--- src/rtl/scl_gen_pkg.sv ---
package scl_gen_pkg;

   typedef enum logic [2:0] {
      PH_IDLE,
      PH_LOW,
      PH_HOLD,
      PH_RISE,
      PH_HIGH
   } scl_phase_e;

   function automatic int unsigned half_max(input int unsigned base_div,
                                            input int unsigned num_rates,
                                            input bit linear);
      if (linear)
         return (base_div / 2) * num_rates;
      else
         return (base_div / 2) << (num_rates - 1);
   endfunction

endpackage

--- src/rtl/scl_in_filter.sv ---
module scl_in_filter #(
   parameter int unsigned SYNC_STAGES = 2,
   parameter int unsigned FILT_LEN    = 3
) (
   input  logic clk,
   input  logic rst_n,
   input  logic line_i,
   output logic level_o
);
   localparam int unsigned FLT_W = (FILT_LEN > 1) ? $clog2(FILT_LEN + 1) : 1;

   if (SYNC_STAGES < 2) begin : g_bad_sync
      $error("scl_in_filter: SYNC_STAGES must be at least 2");
   end
   if (FILT_LEN < 1) begin : g_bad_filt
      $error("scl_in_filter: FILT_LEN must be at least 1");
   end

   logic [SYNC_STAGES-1:0] sync_q;
   logic [FLT_W-1:0]       run_q;
   logic                   lvl_q;
   logic                   sync_last;

   assign sync_last = sync_q[SYNC_STAGES-1];

   always_ff @(posedge clk or negedge rst_n) begin
      if (!rst_n)
         sync_q <= '1;
      else
         sync_q <= {sync_q[SYNC_STAGES-2:0], line_i};
   end

   // a new level is taken only after FILT_LEN consecutive differing samples
   always_ff @(posedge clk or negedge rst_n) begin
      if (!rst_n) begin
         lvl_q <= 1'b1;
         run_q <= '0;
      end else if (sync_last != lvl_q) begin
         if (run_q == FLT_W'(FILT_LEN - 1)) begin
            lvl_q <= sync_last;
            run_q <= '0;
         end else begin
            run_q <= run_q + 1'b1;
         end
      end else begin
         run_q <= '0;
      end
   end

   assign level_o = lvl_q;

   // the filtered level only ever moves toward the synchronized sample
   assert_filt_follows_R8: assert property (@(posedge clk) disable iff (!rst_n)
      (lvl_q != $past(lvl_q)) |-> ($past(sync_last) == lvl_q));

endmodule

--- src/rtl/scl_phase_timer.sv ---
module scl_phase_timer #(
   parameter int unsigned CNT_W = 8
) (
   input  logic             clk,
   input  logic             rst_n,
   input  logic             clr,
   input  logic [CNT_W-1:0] lim,
   output logic [CNT_W-1:0] cnt_o,
   output logic             last_o,
   output logic             mid_o
);
   logic [CNT_W-1:0] cnt_q;

   always_ff @(posedge clk or negedge rst_n) begin
      if (!rst_n)
         cnt_q <= '0;
      else if (clr)
         cnt_q <= '0;
      else if (!last_o)
         cnt_q <= cnt_q + 1'b1;
   end

   // ">=" keeps the phase finite if the limit shrinks mid-count
   assign last_o = (cnt_q >= lim - 1'b1);
   assign mid_o  = (cnt_q == (lim >> 1));
   assign cnt_o  = cnt_q;

endmodule

--- src/rtl/scl_bit_counter.sv ---
module scl_bit_counter #(
   parameter int unsigned BITS = 9
) (
   input  logic clk,
   input  logic rst_n,
   input  logic clr,
   input  logic step,
   output logic final_o
);
   localparam int unsigned BIT_W = (BITS > 1) ? $clog2(BITS) : 1;

   if (BITS < 2) begin : g_bad_bits
      $error("scl_bit_counter: BITS must be at least 2");
   end

   logic [BIT_W-1:0] cnt_q;

   assign final_o = (cnt_q == BIT_W'(BITS - 1));

   always_ff @(posedge clk or negedge rst_n) begin
      if (!rst_n)
         cnt_q <= '0;
      else if (clr)
         cnt_q <= '0;
      else if (step)
         cnt_q <= final_o ? '0 : cnt_q + 1'b1;
   end

   // the bit index never leaves the byte-plus-acknowledge frame
   assert_bitcnt_range_R6: assert property (@(posedge clk) disable iff (!rst_n)
      cnt_q <= BIT_W'(BITS - 1));

endmodule

--- src/rtl/i2c_scl_gen.sv ---
module i2c_scl_gen #(
   parameter int unsigned BASE_DIV    = 64,
   parameter int unsigned NUM_RATES   = 4,
   parameter bit          LINEAR_RATE = 1'b0,
   parameter int unsigned SYNC_STAGES = 2,
   parameter int unsigned FILT_LEN    = 3,
   parameter int unsigned FRAME_BITS  = 9,
   localparam int unsigned RATE_W     = (NUM_RATES > 1) ? $clog2(NUM_RATES) : 1
) (
   input  logic              clk,
   input  logic              rst_n,
   input  logic [RATE_W-1:0] rate_sel,
   input  logic              master_en,
   input  logic              scl_in,
   input  logic              irq_flag,
   output logic              scl_pull,
   output logic              smp_stb,
   output logic              chg_stb,
   output logic              ack_done
);
   import scl_gen_pkg::*;

   localparam int unsigned HALF_BASE = BASE_DIV / 2;
   localparam int unsigned HALF_MAX  = half_max(BASE_DIV, NUM_RATES, LINEAR_RATE);
   localparam int unsigned CNT_W     = $clog2(HALF_MAX + 1);
   localparam int unsigned LATENCY   = SYNC_STAGES + FILT_LEN + 1;

   if (BASE_DIV % 2 != 0) begin : g_bad_div
      $error("i2c_scl_gen: BASE_DIV must be even");
   end
   if (HALF_BASE <= LATENCY) begin : g_bad_half
      $error("i2c_scl_gen: half period must exceed the line filter latency");
   end
   if (NUM_RATES < 1) begin : g_bad_rates
      $error("i2c_scl_gen: NUM_RATES must be at least 1");
   end

   // ---------------- rate decode ----------------
   logic [RATE_W-1:0] sel_c;
   logic [CNT_W-1:0]  half_lim;

   always_comb begin
      if (int'(rate_sel) > NUM_RATES - 1)
         sel_c = RATE_W'(NUM_RATES - 1);
      else
         sel_c = rate_sel;
   end

   if (LINEAR_RATE) begin : g_rate_lin
      assign half_lim = CNT_W'(HALF_BASE * (int'(sel_c) + 1));
   end else begin : g_rate_pow2
      assign half_lim = CNT_W'(HALF_BASE) << sel_c;
   end

   // ---------------- line filter ----------------
   logic scl_lvl;

   scl_in_filter #(
      .SYNC_STAGES(SYNC_STAGES),
      .FILT_LEN   (FILT_LEN)
   ) u_filter (
      .clk    (clk),
      .rst_n  (rst_n),
      .line_i (scl_in),
      .level_o(scl_lvl)
   );

   // ---------------- phase state ----------------
   scl_phase_e       state_q, state_d;
   logic             t_clr, t_last, t_mid;
   logic [CNT_W-1:0] t_cnt;
   logic             hi_end, frame_last, ackph_q;

   always_comb begin
      state_d = state_q;
      if (!master_en) begin
         state_d = PH_IDLE;
      end else begin
         unique case (state_q)
            PH_IDLE: state_d = PH_LOW;
            PH_LOW:  if (t_last) state_d = (ackph_q && irq_flag) ? PH_HOLD : PH_RISE;
            PH_HOLD: if (!irq_flag) state_d = PH_RISE;
            PH_RISE: if (scl_lvl) state_d = PH_HIGH;
            PH_HIGH: if (!scl_lvl || t_last) state_d = PH_LOW;
            default: state_d = PH_IDLE;
         endcase
      end
   end

   always_ff @(posedge clk or negedge rst_n) begin
      if (!rst_n)
         state_q <= PH_IDLE;
      else
         state_q <= state_d;
   end

   assign t_clr  = (state_d != state_q);
   assign hi_end = (state_q == PH_HIGH) && (state_d == PH_LOW);

   scl_phase_timer #(
      .CNT_W(CNT_W)
   ) u_timer (
      .clk   (clk),
      .rst_n (rst_n),
      .clr   (t_clr),
      .lim   (half_lim),
      .cnt_o (t_cnt),
      .last_o(t_last),
      .mid_o (t_mid)
   );

   scl_bit_counter #(
      .BITS(FRAME_BITS)
   ) u_bits (
      .clk    (clk),
      .rst_n  (rst_n),
      .clr    (state_q == PH_IDLE),
      .step   (hi_end),
      .final_o(frame_last)
   );

   // marks the low phase that follows the acknowledge bit
   always_ff @(posedge clk or negedge rst_n) begin
      if (!rst_n)
         ackph_q <= 1'b0;
      else if (hi_end)
         ackph_q <= frame_last;
      else if (state_q != PH_LOW)
         ackph_q <= 1'b0;
   end

   // ---------------- outputs ----------------
   assign scl_pull = (state_q == PH_LOW) || (state_q == PH_HOLD);
   assign chg_stb  = (state_q == PH_LOW) && (t_cnt == '0);
   assign smp_stb  = (state_q == PH_HIGH) && t_mid;
   assign ack_done = chg_stb && ackph_q;

   // ---------------- assertions ----------------
   // slave mode releases the clock line on the following cycle
   assert_slave_release_R1: assert property (@(posedge clk) disable iff (!rst_n)
      !master_en |=> !scl_pull);

   // the change strobe only appears while the block drives the line low
   assert_chg_in_low_R9: assert property (@(posedge clk) disable iff (!rst_n)
      chg_stb |-> scl_pull);

   // the sampling strobe needs a released line that reads high
   assert_smp_on_high_R9: assert property (@(posedge clk) disable iff (!rst_n)
      smp_stb |-> (!scl_pull && scl_lvl));

   // the acknowledge request is a single-cycle pulse
   assert_ack_single_R6: assert property (@(posedge clk) disable iff (!rst_n)
      ack_done |=> !ack_done);

   // a held low phase persists while the flag stays set
   assert_hold_while_flag_R7: assert property (@(posedge clk) disable iff (!rst_n)
      (state_q == PH_HOLD && irq_flag && master_en) |=> scl_pull);

   // the high count only begins from a line seen high
   assert_high_from_line_R4: assert property (@(posedge clk) disable iff (!rst_n)
      (state_q == PH_RISE && state_d == PH_HIGH) |-> scl_lvl);

endmodule

--- config.mk ---
export PLATFORM = sky130hd
export DESIGN_NAME = i2c_scl_gen
export DESIGN_NICKNAME = d
export VERILOG_FILES = /design/src/rtl/scl_gen_pkg.sv /design/src/rtl/scl_in_filter.sv /design/src/rtl/scl_phase_timer.sv /design/src/rtl/scl_bit_counter.sv /design/src/rtl/i2c_scl_gen.sv
export SDC_FILE = /design/constraint.sdc
export NUM_CORES = 1
export LEC_CHECK = 0
export ABC_AREA = 1
export BUFFER_PORTS_ARGS = -buffer_cell sky130_fd_sc_hd__buf_2
export CAP_MARGIN = 20
export CORE_MARGIN = 5
export CORE_UTILIZATION = 30
export CTS_CLUSTER_DIAMETER = 150
export DETAILED_ROUTE_END_ITERATION = 8
export SYNTH_ARGS = -nofsm -noshare
export SYNTH_HDL_FRONTEND = slang
export SYNTH_HIERARCHICAL = 1
export SYNTH_SLANG_ARGS = --single-unit
--- constraint.sdc ---
create_clock -name clk -period 2.25 [get_ports clk]
set_input_delay 0.225 -clock clk [delete_from_list [all_inputs] [get_ports clk]]
set_output_delay 0.225 -clock clk [all_outputs]
set_load 0.05 [all_outputs]
# After elaboration in Yosys (flattened, before gate mapping)
# Cells that the tools add are included.
[classes]
addsub = 4
n_eq_ne = 12
n_reduce_logical = 13
multipliers = 0
n_div = 0
order_cmp = 1
n_shift = 1
muxes = 16
bitwise = 0
[ops]
columns = ["operator", "n"]
rows = [
  ["two-way mux 9 bit", 2],
  ["two-way mux 3 bit", 5],
  ["case mux 3 bit (5 select lines)", 1],
  ["two-way mux 4 bit", 3],
  ["adder 9 x 1 -> 9 bit, second input constant", 1],
  ["equality test 9 x 8 -> 1 bit", 1],
  ["greater-or-equal comparator 9 bit", 1],
  ["logical NOT 9 bit", 1],
  ["left shift 6 x 2 -> 9 bit, first input constant", 1],
  ["subtractor 9 x 1 -> 9 bit, second input constant", 1],
  ["equality test 3 x 1 -> 1 bit, second input constant", 2],
  ["equality test 3 x 2 -> 1 bit, second input constant", 2],
  ["logical AND 1 bit", 5],
  ["adder 4 x 1 -> 4 bit, second input constant", 1],
  ["equality test 4 bit, second input constant", 1],
  ["two-way mux 2 bit", 2],
  ["nonzero test 2 bit", 2],
  ["equality test 3 bit, second input constant", 1],
  ["logical NOT 3 bit", 1],
  ["two-way mux 1 bit", 3],
  ["!= test 3 x 1 -> 1 bit, second input constant", 1],
  ["!= test 3 bit", 1],
  ["adder 2 x 1 -> 2 bit, second input constant", 1],
  ["equality test 2 bit, second input constant", 1],
  ["other kinds (5)", 6],
]
[word_totals]
out_inout_bits = 4
mem_bits_ro = 0
latchBits = 0
memories = 0
mem_bits_rw = 0
regBits = 22

# Longest topological paths before layout
# Gate-level depths: netlist of the first run.
[depth]
word_depth = 11
mapped_depth = 23
ltp_nobuf = 22

# Modules after synthesis
# The synthesis of the first run kept the hierarchy.
[by_module_without_submodules]
columns = ["mod", "seq_area_each_um2", "cells_each", "area_per_inst_um2", "n_inst"]
rows = [
  ["scl_phase_timer", 225.2, 157, 1101.1, 1],
  ["i2c_scl_gen", 100.1, 76, 461.7, 1],
  ["scl_bit_counter", 100.1, 31, 244.0, 1],
  ["scl_in_filter", 128.9, 21, 190.2, 1],
]

# Worst setup path before layout of the first run
# No wires, ideal clock.
[synth_path]
path_kind = "input to register"
start = "input rate_sel[0]"
end = "register u_timer.cnt_q[7], in the netlist u_timer/cnt_o[7]"
required_time_ns = 2.132
stages = 21
arrival_ns = 2.558
path_slack_ns = -0.426
path_buffers = 2
cell_sequence = "nor2_1 -> inv_1 -> nand3_2 -> nor3_2 -> xnor2_1 -> ha_1 -> a21oi_1 -> o21a_1 -> buf_6 -> nand2_8 -> inv_1 -> nand2_1 -> nand3_1 -> nand4_2 -> nand2_1 -> nand2_1 -> nand3_1 -> clkinv_1 -> buf_2 -> nand4_1 -> nand2_1"
[synth_between]
elab_chain_len = 9
[synth_lines]
columns = ["element", "line_no", "rtl"]
rows = [
  ["start: declaration", "i2c_scl_gen.sv:12", "input logic [RATE_W-1:0] rate_sel,"],
  ["left shift 6 x 2 -> 9 bit (*)", "i2c_scl_gen.sv:52", "assign half_lim = CNT_W'(HALF_BASE) << sel_c;"],
  ["subtractor 9 x 1 -> 9 bit (*)", "scl_phase_timer.sv:24", "assign last_o = (cnt_q >= lim - 1'b1);"],
  ["greater-or-equal comparator 9 bit (*)", "scl_phase_timer.sv:24", ""],
  ["via t_last", "i2c_scl_gen.sv:70", "logic t_clr, t_last, t_mid;"],
  ["logical OR 1 bit", "i2c_scl_gen.sv:84", "PH_HIGH: if (!scl_lvl || t_last) state_d = PH_LOW;"],
  ["two-way mux 3 bit", "i2c_scl_gen.sv:84", ""],
  ["case mux 3 bit (5 select lines) (*)", "i2c_scl_gen.sv:79", "unique case (state_q)"],
  ["two-way mux 3 bit (*)", "i2c_scl_gen.sv:76", "if (!master_en) begin"],
  ["!= test 3 bit (*)", "i2c_scl_gen.sv:97", "assign t_clr = (state_d != state_q);"],
  ["via t_clr", "i2c_scl_gen.sv:70", ""],
  ["!= test 2 bit (no source line) / two-way mux 9 bit (equally long branches)", "--", ""],
  ["end signal: assignment", "scl_phase_timer.sv:20", "cnt_q <= cnt_q + 1'b1;"],
  ["end: declaration", "scl_phase_timer.sv:12", "logic [CNT_W-1:0] cnt_q;"],
]
# Mark *: on every way through the listed nets, which the timed path passes. The rest lies on a longest branch.
# A chain may end at the register's enable or synchronous reset.

# Final worst setup path of the first run
[layout_path]
start = "input rate_sel[0]"
end = "register u_timer.cnt_q[5], in the netlist u_timer/cnt_o[5]"
[layout_between]
elab_chain_len = 9
[layout_lines]
columns = ["element", "line_no", "rtl"]
rows = [
  ["left shift 6 x 2 -> 9 bit (*)", "i2c_scl_gen.sv:52", ""],
  ["via half_lim[5]", "i2c_scl_gen.sv:40", "logic [CNT_W-1:0] half_lim;"],
  ["subtractor 9 x 1 -> 9 bit (*)", "scl_phase_timer.sv:24", ""],
  ["greater-or-equal comparator 9 bit (*)", "scl_phase_timer.sv:24", ""],
  ["via t_last", "i2c_scl_gen.sv:70", ""],
  ["logical OR 1 bit", "i2c_scl_gen.sv:84", ""],
  ["two-way mux 3 bit", "i2c_scl_gen.sv:84", ""],
  ["case mux 3 bit (5 select lines) (*)", "i2c_scl_gen.sv:79", ""],
  ["two-way mux 3 bit (*)", "i2c_scl_gen.sv:76", ""],
  ["!= test 3 bit (*)", "i2c_scl_gen.sv:97", ""],
  ["via t_clr", "i2c_scl_gen.sv:70", ""],
  ["!= test 2 bit (no source line) / two-way mux 9 bit (equally long branches)", "--", ""],
]
# Marked as above.

==> results of run 1 <==
[kinds of logic (layout without fill, tap and decap cells)]
logic type      count (synthesis)  in the layout  share of synthesized area
compound gates                 17             17                    0.04574
fa+ha+maj                      13             13                    0.08146
simple gates                  161            161                     0.4035
other cells                     1             14                   0.001878
buf+inv                        57             97                     0.1284
xor+xnor                       14             14                    0.06140
flops                          22             22                     0.2776
[state kept, by name, indices dropped and copies added, names as in the netlist]
signal,flops
ackph_q,1
u_filter/level_o,1
u_timer/cnt_o,9
state_q,3
u_filter/sync_q,2
u_bits/cnt_q,4
u_filter/run_q,2
[path summary, 6_finish.rpt]
path / from / to / slack [ns] / cells after the start
max in group asynchronous: rst_n / u_filter/level_o / 1.41 / 2
min reg2reg: u_filter/sync_q[0] / u_filter/sync_q[1] / 0.36 / 0
min in group asynchronous: rst_n / state_q[1] / 0.48 / 2
max reg2reg: u_timer/cnt_o[4] / u_timer/cnt_o[5] / 0.05 / 16
min: scl_in / u_filter/sync_q[0] / 0.04 / 1
max: rate_sel[0] / u_timer/cnt_o[5] / -0.03 / 19
[cell usage in the layout (no fill, tap or decap), types with 6 or more instances in the layout]
master   Yosys  layout
buf_2        1       8
ha_1        13      13
nor2_1      24      18
xor2_1       8       8
xnor2_1      6       6
inv_1       47      43
nor2_2       5       6
conb_1       1      14
nand2_2      5      10
buf_4        1      29
nand3_1     32      27
nand2_1     66      60
dfrtp_1     19      19
a21oi_1      9       8
nand4_1     14      14
nor2_4       1       6
[cell type report]
cell class	count	area, um^2
fill	656	3821
multi-input combinational	219	1364
sequential	22	554.3
timing repair buffer	40	297.8
inverter	50	195.2
tap	77	96.34
clock buffer	3	41.29
clock inverter	1	30.03
timing repair inverter	3	22.52
[where the power goes]
| part | switching [uW] | total (uW) | internal, uW | leakage (uW) |
|---|---|---|---|---|
| combinational | 370 | 597 | 227 | 0.00106 |
| sequential | 46.8 | 501 | 455 | 0.000290 |
| clock | 137 | 375 | 238 | 0.0000357 |
| total | 554 | 1470 | 919 | 0.00138 |
[repair_timing]
item,in CTS,in global routing
endpoints found under the setup margin,13,13
buffers inserted,2,4
pin swaps,21,14
resized for setup,22,17
endpoints found under the hold margin,19,0
gates cloned,3,0
hold buffers,1,0
[layer usage]
layer	track usage	wire [um]	vias to the layer above
met1	0.1481	2102	887
met2	0.2027	2357	31
met3	0.009917	150	2
met5	0	0	-
met4	0.02261	22	0
li1	-	-	1005
[synthesized netlist by cell type]
| cell type | n |
|---|---|
| nand4_2 | 1 |
| inv_1 | 47 |
| nor2_2 | 5 |
| nand3b_1 | 1 |
| clkinv_1 | 1 |
| nor4_4 | 1 |
| nor3_2 | 1 |
| conb_1 | 1 |
| o22ai_1 | 1 |
| xor2_1 | 8 |
| nand2_1 | 66 |
| nand2_4 | 1 |
| nand3_1 | 32 |
| nor3_1 | 3 |
| nand2_2 | 5 |
| o21ai_1 | 2 |
| ha_1 | 13 |
| nor3_4 | 1 |
| o211ai_1 | 1 |
| a21oi_1 | 9 |
| o21a_1 | 1 |
| and3_1 | 1 |
| buf_4 | 1 |
| nor2_4 | 1 |
| nand3_2 | 2 |
| inv_2 | 2 |
| o21ai_0 | 3 |
| xnor2_1 | 6 |
| nor2_1 | 24 |
| dfstp_2 | 3 |
| and2_1 | 1 |
| nand4_1 | 14 |
| buf_6 | 5 |
| buf_2 | 1 |
| dfrtp_1 | 19 |
| nand2_8 | 1 |
[worst max-delay path: stages]
cell and delay [ns]:
buf_8 0.11, nor2_4 0.11, inv_2 0.06, nand3_4 0.08, nor3_2 0.04, xnor2_1 0.12, ha_1 0.34, a21oi_2 0.17
o21a_4 0.18, nand2_8 0.07, inv_4 0.05, nand4_1 0.13, o21ai_1 0.16, nand2_1 0.08, nor2_2 0.13, nand3_4 0.16
clkinv_4 0.11, nand4_1 0.10, nand2_1 0.07
[through the flow]
step	instance area (um^2)	instances
after floorplan	2071	298
after global placement	2315	401
after detailed placement	2315	401
after CTS	2505	411
after global routing	2601	415
final	2601	415
==> results.md, run 1 <==
* Status: finished, violations left
* Violated checks: negative setup slack
* Clock sinks at 22
* Sequential-to-total area share from yosys stat at 0.2776
* Fin crit share at 1.014
* Largest net degree at the start of global routing at 23
* Maxcap violations at 0
* Layout cells sized above 1 at 0.2840
* Synthesized area at 1997 um^2
* Vias in the first global route at 1758
* Final Hold Vio Count at 0
* Root buffer cell: clkbuf_8
* Skew final at 0.008286 ns
* Gate Count Post-Synth at 285
* CTS Buf Count at 3
* Final WL at 4633 um
* Total chip power at 1473 uW
* Number of diodes at 0
* Initial DRC count at 82
* Syn avg cell area at 7.007 um^2
* Critical Path RT at 2.45 ns
* RD Place Congestion at 0.8404
* First-pass GRT wire length at 7990 um
* Port Buffers at 10
* Post-route ant nets at 0
* Synth warnings at 6
* Worst-margin pin slew at 0.5354 ns
* GRT Total Usage at 0.1133
* First-pass DRT Iterations at 4
* Nets at 359
* Crit. End Element: register
* Drt wl/cell at 11.16 um
* Detailed Place HPWL at 3331 um
* Arrival time worst endpoint at 2.49 ns
* DIE HEIGHT at 91.59 um
* Peak VDD IR at 0.2829 mV
* Synth top area share at 0.2381
* Starting Density at 0.3109
* TNS Setup at -0.07150 ns
* CP Class: primary input to register
* Clock transition at path regs at 0.09 ns
* Crit-path max FO at 5
* Slew HR at 0.6431
* Max frequency at 0.4384 GHz
* Final Max Tran Viols at 0
* Power per cell area at 566.3 nW/um^2
* Lkg Pwr at 0.001384 uW
* Die Area at 8388 um^2
* Util after Layout at 0.4050
* Top-Level Pins at 11
* Worst hold slack at 0.04431 ns
* Crit path time final at 2.281 ns
* Die W at 91.59 um
* Clk_lat worst skew at 0.27 ns
* Final setup vio count at 6
* DRC viols at 0
* Vias per Instance at 4.639
* Critical path startpoint category: primary input
* Area Overhead vs Synth at 30.26%
* Row count at 29
* CTS tree: yes
* Synthesized flop and latch total at 22
* Bufs on Longest Clock Path at 2
* Distinct cells, synth at 36
* Final worst slack at -0.03125 ns
* Min-Delay Path Class: primary input to register
* Top post-synthesis cells by area: dfrtp_1, nand2_1, inv_1
* Core area at 6422 um^2
* GRT Residual Overflow at 0
* Via count at 1925
* Initial antenna violation count at 0
* Most area-hungry cell type in the Yosys netlist: dfrtp_1
* RSZ-0062 raised after global routing: yes
* Post-place setup slack at -0.4725 ns
* H-tree levels at 1
No activity file was read; power rests on OpenSTA's default activity.
==> run 2, diff against run 1 <==
--- a/config.mk
+++ b/config.mk
@@ -6,7 +6,7 @@
 export NUM_CORES = 1
 export LEC_CHECK = 0
 export ABC_AREA = 1
-export BUFFER_PORTS_ARGS = -buffer_cell sky130_fd_sc_hd__buf_2
+export BUFFER_PORTS_ARGS = -buffer_cell sky130_fd_sc_hd__buf_4
 export CAP_MARGIN = 20
 export CORE_MARGIN = 5
 export CORE_UTILIZATION = 30
==> results.md, run 2 (synthesized netlist as in run 1, its figures left out) <==
* Maxcap violations at 0
* Vias in the first global route at 1838
* Final setup vio count at 9
* Layout fillers at 657
* Hold Path End: u_filter/sync_q[0]
* Row count at 29
* Violated checks: negative setup slack
* Die Area at 8388 um^2
* Status: finished, violations left
* Peak VDD IR at 0.2595 mV
* CTS Buf Count at 3
* Reg2reg end: u_timer/cnt_o[7]
* Final WL at 4702 um
* Met3 usage at 0.01074
* CP Class: primary input to register
* Post-route ant nets at 0
* Via count at 1946
* Crit. Startpoint: rate_sel[0]
* Drt wl/cell at 11.36 um
* Clock sinks at 22
* Leading cell type in the layout, fill and taps excluded: nand2_1
* FF/Latch Area at 554.3 um^2
* Layout cells sized above 1 at 0.2641
* DRC viols at 0
* Reg-to-Reg Start: u_timer/cnt_o[4]
* Largest net degree at the start of global routing at 23
* Total chip power at 1467 uW
* Final worst slack at -0.04184 ns
* Crit-path max FO at 5
* Skew final at 0.004127 ns
* Initial DRC count at 85
* Vias per Instance at 4.700
* Critical Path RT at 2.46 ns
* Detailed Place HPWL at 3414 um
* Most frequent cells in the layout: nand2_1, inv_1, buf_4
* Crit path time final at 2.292 ns
* Number of diodes at 0
* Crit. End Element: register
* R2R cell count at 16
* Dpl cells at 400
* Nets at 358
* First-pass GRT wire length at 8169 um
* Bufs on Longest Clock Path at 2
* Final Max Tran Viols at 0
* Top-Level Pins at 11
* Min-Delay Path Class: primary input to register
* Power per cell area at 574.0 nW/um^2
* Max frequency at 0.4363 GHz
* GR met1 Demand/Resource at 0.1485
* Non-filler instance count after layout at 414
* Global route hottest layer: met2
* Final Hold Vio Count at 0
* Lkg Pwr at 0.001380 uW
* Starting Density at 0.3109
* GRT Total Usage at 0.1134
* Min-Delay Path Depth at 1
* Root buffer cell: clkbuf_8
* Hold_sp: scl_in
* Arrival time worst endpoint at 2.50 ns
* Clock transition at path regs at 0.09 ns
* Flop2flop setup slack at -0.04 ns
* Area Overhead vs Synth at 27.94%
* Clk_lat worst skew at 0.26 ns
* Critical path startpoint category: primary input
* CTS tree: yes
* Fin crit share at 1.019
* RD Place Congestion at 0.8275
* Initial antenna violation count at 0
* Area of the multi-input gates at 1311 um^2
* RSZ-0062 raised after global routing: yes
* H-tree levels at 1
* GRT Residual Overflow at 0
* Core area at 6422 um^2
* DIE HEIGHT at 91.59 um
* Port Buffers at 10
* Met2 Use GR at 0.2027
* Die W at 91.59 um
* Largest register FFs at 9
* First-pass DRT Iterations at 4
==> run 2: cell type report <==
class | count | area share
Clock inverter | 1 | 0.01175
Multi-Input combinational cell | 219 | 0.5132
Clock buffer | 3 | 0.01616
Sequential cell | 22 | 0.2169
Timing Repair inverter | 3 | 0.007835
Tap cell | 77 | 0.03771
Timing Repair Buffer | 39 | 0.1200
Inverter | 50 | 0.07640
==> run 2: stage by stage <==
step	area (um^2)	hold WS, ns	utilization	TNS [ns]	setup slack (ns)
2_1_floorplan	2071	-0.07059	-	-1.076	-0.1272
3_3_place_gp	2332	0.1408	0.3631	-4.911	-0.4277
3_5_place_dp	2332	0.1429	0.3631	-5.327	-0.4507
4_1_cts	2480	0.04905	0.3861	-0.005609	-0.005609
5_1_grt	2555	0.03968	0.3978	-2.254	-0.2206
6_report	2555	0.06146	0.3978	-0.2594	-0.04184
==> run 2: timing repair <==
action	in CTS	in global routing
endpoints found under the hold margin	19	0
gates cloned	3	0
buffers inserted	2	4
hold buffers	1	0
endpoints found under the setup margin	13	13
pin swaps	5	17
gates resized for setup	11	15
==> run 2: worst max-delay path by stage <==
stage / endpoint / slack (ns) / depth (start not counted)
final: u_timer/cnt_o[7] / -0.04 / 19
after global routing: u_timer/cnt_o[8] / -0.22 / 19
after CTS: u_timer/cnt_o[6] / -0.006 / 19
after detailed placement: u_timer/cnt_o[7] / -0.45 / 19
after global placement: u_timer/cnt_o[2] / -0.43 / 19
after floorplan: u_timer/cnt_o[7] / -0.13 / 21
==> run 2: metal layers <==
layer / wire length, um / up-vias
li1: - / 1005
met1: 2157 / 917
met2: 2379 / 22
met3: 136 / 2
met4: 29 / 0
met5: 0 / -
==> run 2: power by group <==
part	total (uW)	internal (uW)	leakage (uW)	switching, uW
sequential	500	455	0.000290	45.7
clock	378	238	0.0000357	140
combinational	588	226	0.00105	362
total	1470	918	0.00138	548
==> run 2: critical path, cell delays in order <==
cell	delay [ns]
buf_8	0.11
nor2_4	0.10
inv_2	0.05
nand3_2	0.07
nor3_2	0.04
xnor2_1	0.18
ha_1	0.28
a21oi_2	0.12
o21a_2	0.20
nand2_8	0.07
inv_4	0.06
nand4_1	0.14
o21ai_1	0.19
nand2_1	0.10
nor2_2	0.13
nand3_4	0.15
clkinv_4	0.11
nand4_1	0.10
nand2_1	0.08
==> run 3, diff against run 2 <==
--- a/config.mk
+++ b/config.mk
@@ -12,6 +12,7 @@
 export CORE_UTILIZATION = 30
 export CTS_CLUSTER_DIAMETER = 150
 export DETAILED_ROUTE_END_ITERATION = 8
+export SKIP_LAST_GASP = 1
 export SYNTH_ARGS = -nofsm -noshare
 export SYNTH_HDL_FRONTEND = slang
 export SYNTH_HIERARCHICAL = 1
==> results.md, run 3 (synthesized netlist as in run 1, its figures left out) <==
* Hold Path End: u_filter/sync_q[0]
* Initial DRC count at 93
* Switching pwr at 548.7 uW
* Nets at 358
* Final worst slack at -0.06172 ns
* RSZ-0062 raised after global routing: yes
* Bufs on Longest Clock Path at 2
* Status: finished, violations left
* Total chip power at 1466 uW
* Layout fillers at 654
* Row count at 29
* Min-Delay Path Class: primary input to register
* Clock sinks at 22
* Area of the multi-input gates at 1303 um^2
* Crit path time final at 2.312 ns
* Fin crit share at 1.027
* Crit-path max FO at 5
* Reg-to-Reg Start: u_timer/cnt_o[4]
* Peak VDD IR at 0.2567 mV
* Initial antenna violation count at 0
* GRT Total Usage at 0.1134
* Clock power share at 0.258
* Reg2reg end: u_timer/cnt_o[7]
* Die Area at 8388 um^2
* R2R cell count at 16
* Clock transition at path regs at 0.09 ns
* Port Buffers at 10
* Most frequent cells in the layout: nand2_1, inv_1, buf_4
* Area Overhead vs Synth at 27.51%
* FF/Latch Area at 554.3 um^2
* Final Max Tran Viols at 0
* Clk_lat worst skew at 0.26 ns
* RD Place Congestion at 0.8275
* Min-Delay Path Depth at 1
* Lkg Pwr at 0.001378 uW
* Post-place setup slack at -0.4507 ns
* Starting Density at 0.3109
* Critical Path RT at 2.46 ns
* GRT Residual Overflow at 0
* First-pass DRT Iterations at 5
* Root buffer cell: clkbuf_8
* Maxcap violations at 0
* Via count at 1939
* Max frequency at 0.4326 GHz
* Vias in the first global route at 1838
* First-pass GRT wire length at 8169 um
* CTS tree: yes
* Comb pwr share at 0.400
* Seq pwr share at 0.342
* Core area at 6422 um^2
* Post-route ant nets at 0
* Drt wl/cell at 11.34 um
* Critical path startpoint category: primary input
* H-tree levels at 1
* Final Hold Vio Count at 0
* Final setup vio count at 11
* Final WL at 4693 um
* Largest register FFs at 9
* CP Class: primary input to register
* Leading cell type in the layout, fill and taps excluded: nand2_1
* Vias per Instance at 4.684
* Number of diodes at 0
* Skew final at 0.004479 ns
* Hold_sp: scl_in
* Arrival time worst endpoint at 2.52 ns
* Switching part of the total at 0.3742
* Int Pwr at 917.8 uW
* Die W at 91.59 um
* Top-Level Pins at 11
* Violated checks: negative setup slack
* CTS Buf Count at 3
* Power per cell area at 575.9 nW/um^2
* DIE HEIGHT at 91.59 um
* Flop2flop setup slack at -0.06 ns
* Layout cells sized above 1 at 0.2582
* Detailed Place HPWL at 3414 um
* Largest net degree at the start of global routing at 23
* Crit. End Element: register
* DRC viols at 0
==> run 3: worst max path at each step <==
stage / start / to / cells after the start
finish: rate_sel[0] / u_timer/cnt_o[7] / 19
global route: rate_sel[0] / u_timer/cnt_o[5] / 19
CTS: rate_sel[0] / u_timer/cnt_o[6] / 19
detailed placement: rate_sel[0] / u_timer/cnt_o[7] / 19
global placement: rate_sel[0] / u_timer/cnt_o[2] / 19
floorplan: rate_sel[1] / u_timer/cnt_o[7] / 21
==> run 3: area by class of cell <==
type                       instances  share of cell area
clock buffer                       3             0.01622
multi-input combinational        219              0.5115
clock inverter                     1             0.01179
timing repair buffer              39              0.1204
timing repair inverter             3            0.007862
inverter                          50             0.07666
tap                               77             0.03784
sequential                        22              0.2177
==> run 3: metrics by stage <==
stage	hold slack [ns]	cells	instance area [um^2]	utilization	setup TNS (ns)
3_5_place_dp	0.1429	400	2332	0.3631	-5.327
2_1_floorplan	-0.07059	298	2071	-	-1.076
6_report	0.06153	414	2546	0.3965	-0.4280
3_3_place_gp	0.1408	400	2332	0.3631	-4.911
5_1_grt	0.03968	414	2546	0.3965	-2.385
4_1_cts	0.04905	410	2480	0.3861	-0.005609
==> run 3: timing repair <==
item | 4_1_cts | 5_1_grt
pin swaps | 5 | 16
resized for setup | 11 | 11
hold buffers | 1 | 0
endpoints found under the setup margin | 13 | 13
gates cloned | 3 | 0
setup buffers | 2 | 4
endpoints found under the hold margin | 19 | 0
==> run 3: power groups by stage <==
stage / registers (uW) / clock network (uW) / logic [uW]
floorplan: 517 / 0 / 385
global placement: 510 / 0 / 533
detailed placement: 509 / 0 / 539
CTS: 501 / 391 / 574
global route: 511 / 407 / 658
finish: 501 / 379 / 587
==> run 3: metal layers <==
metal / track usage / part of all wire
met1: 0.1485 / 0.45
met2: 0.2027 / 0.50
met3: 0.01074 / 0.036
met4: 0.02136 / 0.0062
met5: 0 / 0
==> run 3: critical path: stages <==
cell      delay (ns)
buf_8           0.11
nor2_4          0.10
inv_2           0.05
nand3_2         0.07
nor3_2          0.04
xnor2_1         0.18
ha_1            0.28
a21oi_2         0.12
o21a_2          0.20
nand2_8         0.07
inv_4           0.06
nand4_1         0.14
o21ai_1         0.19
nand2_1         0.10
nor2_2          0.13
nand3_4         0.16
clkinv_4        0.11
nand4_1         0.10
nand2_1         0.08
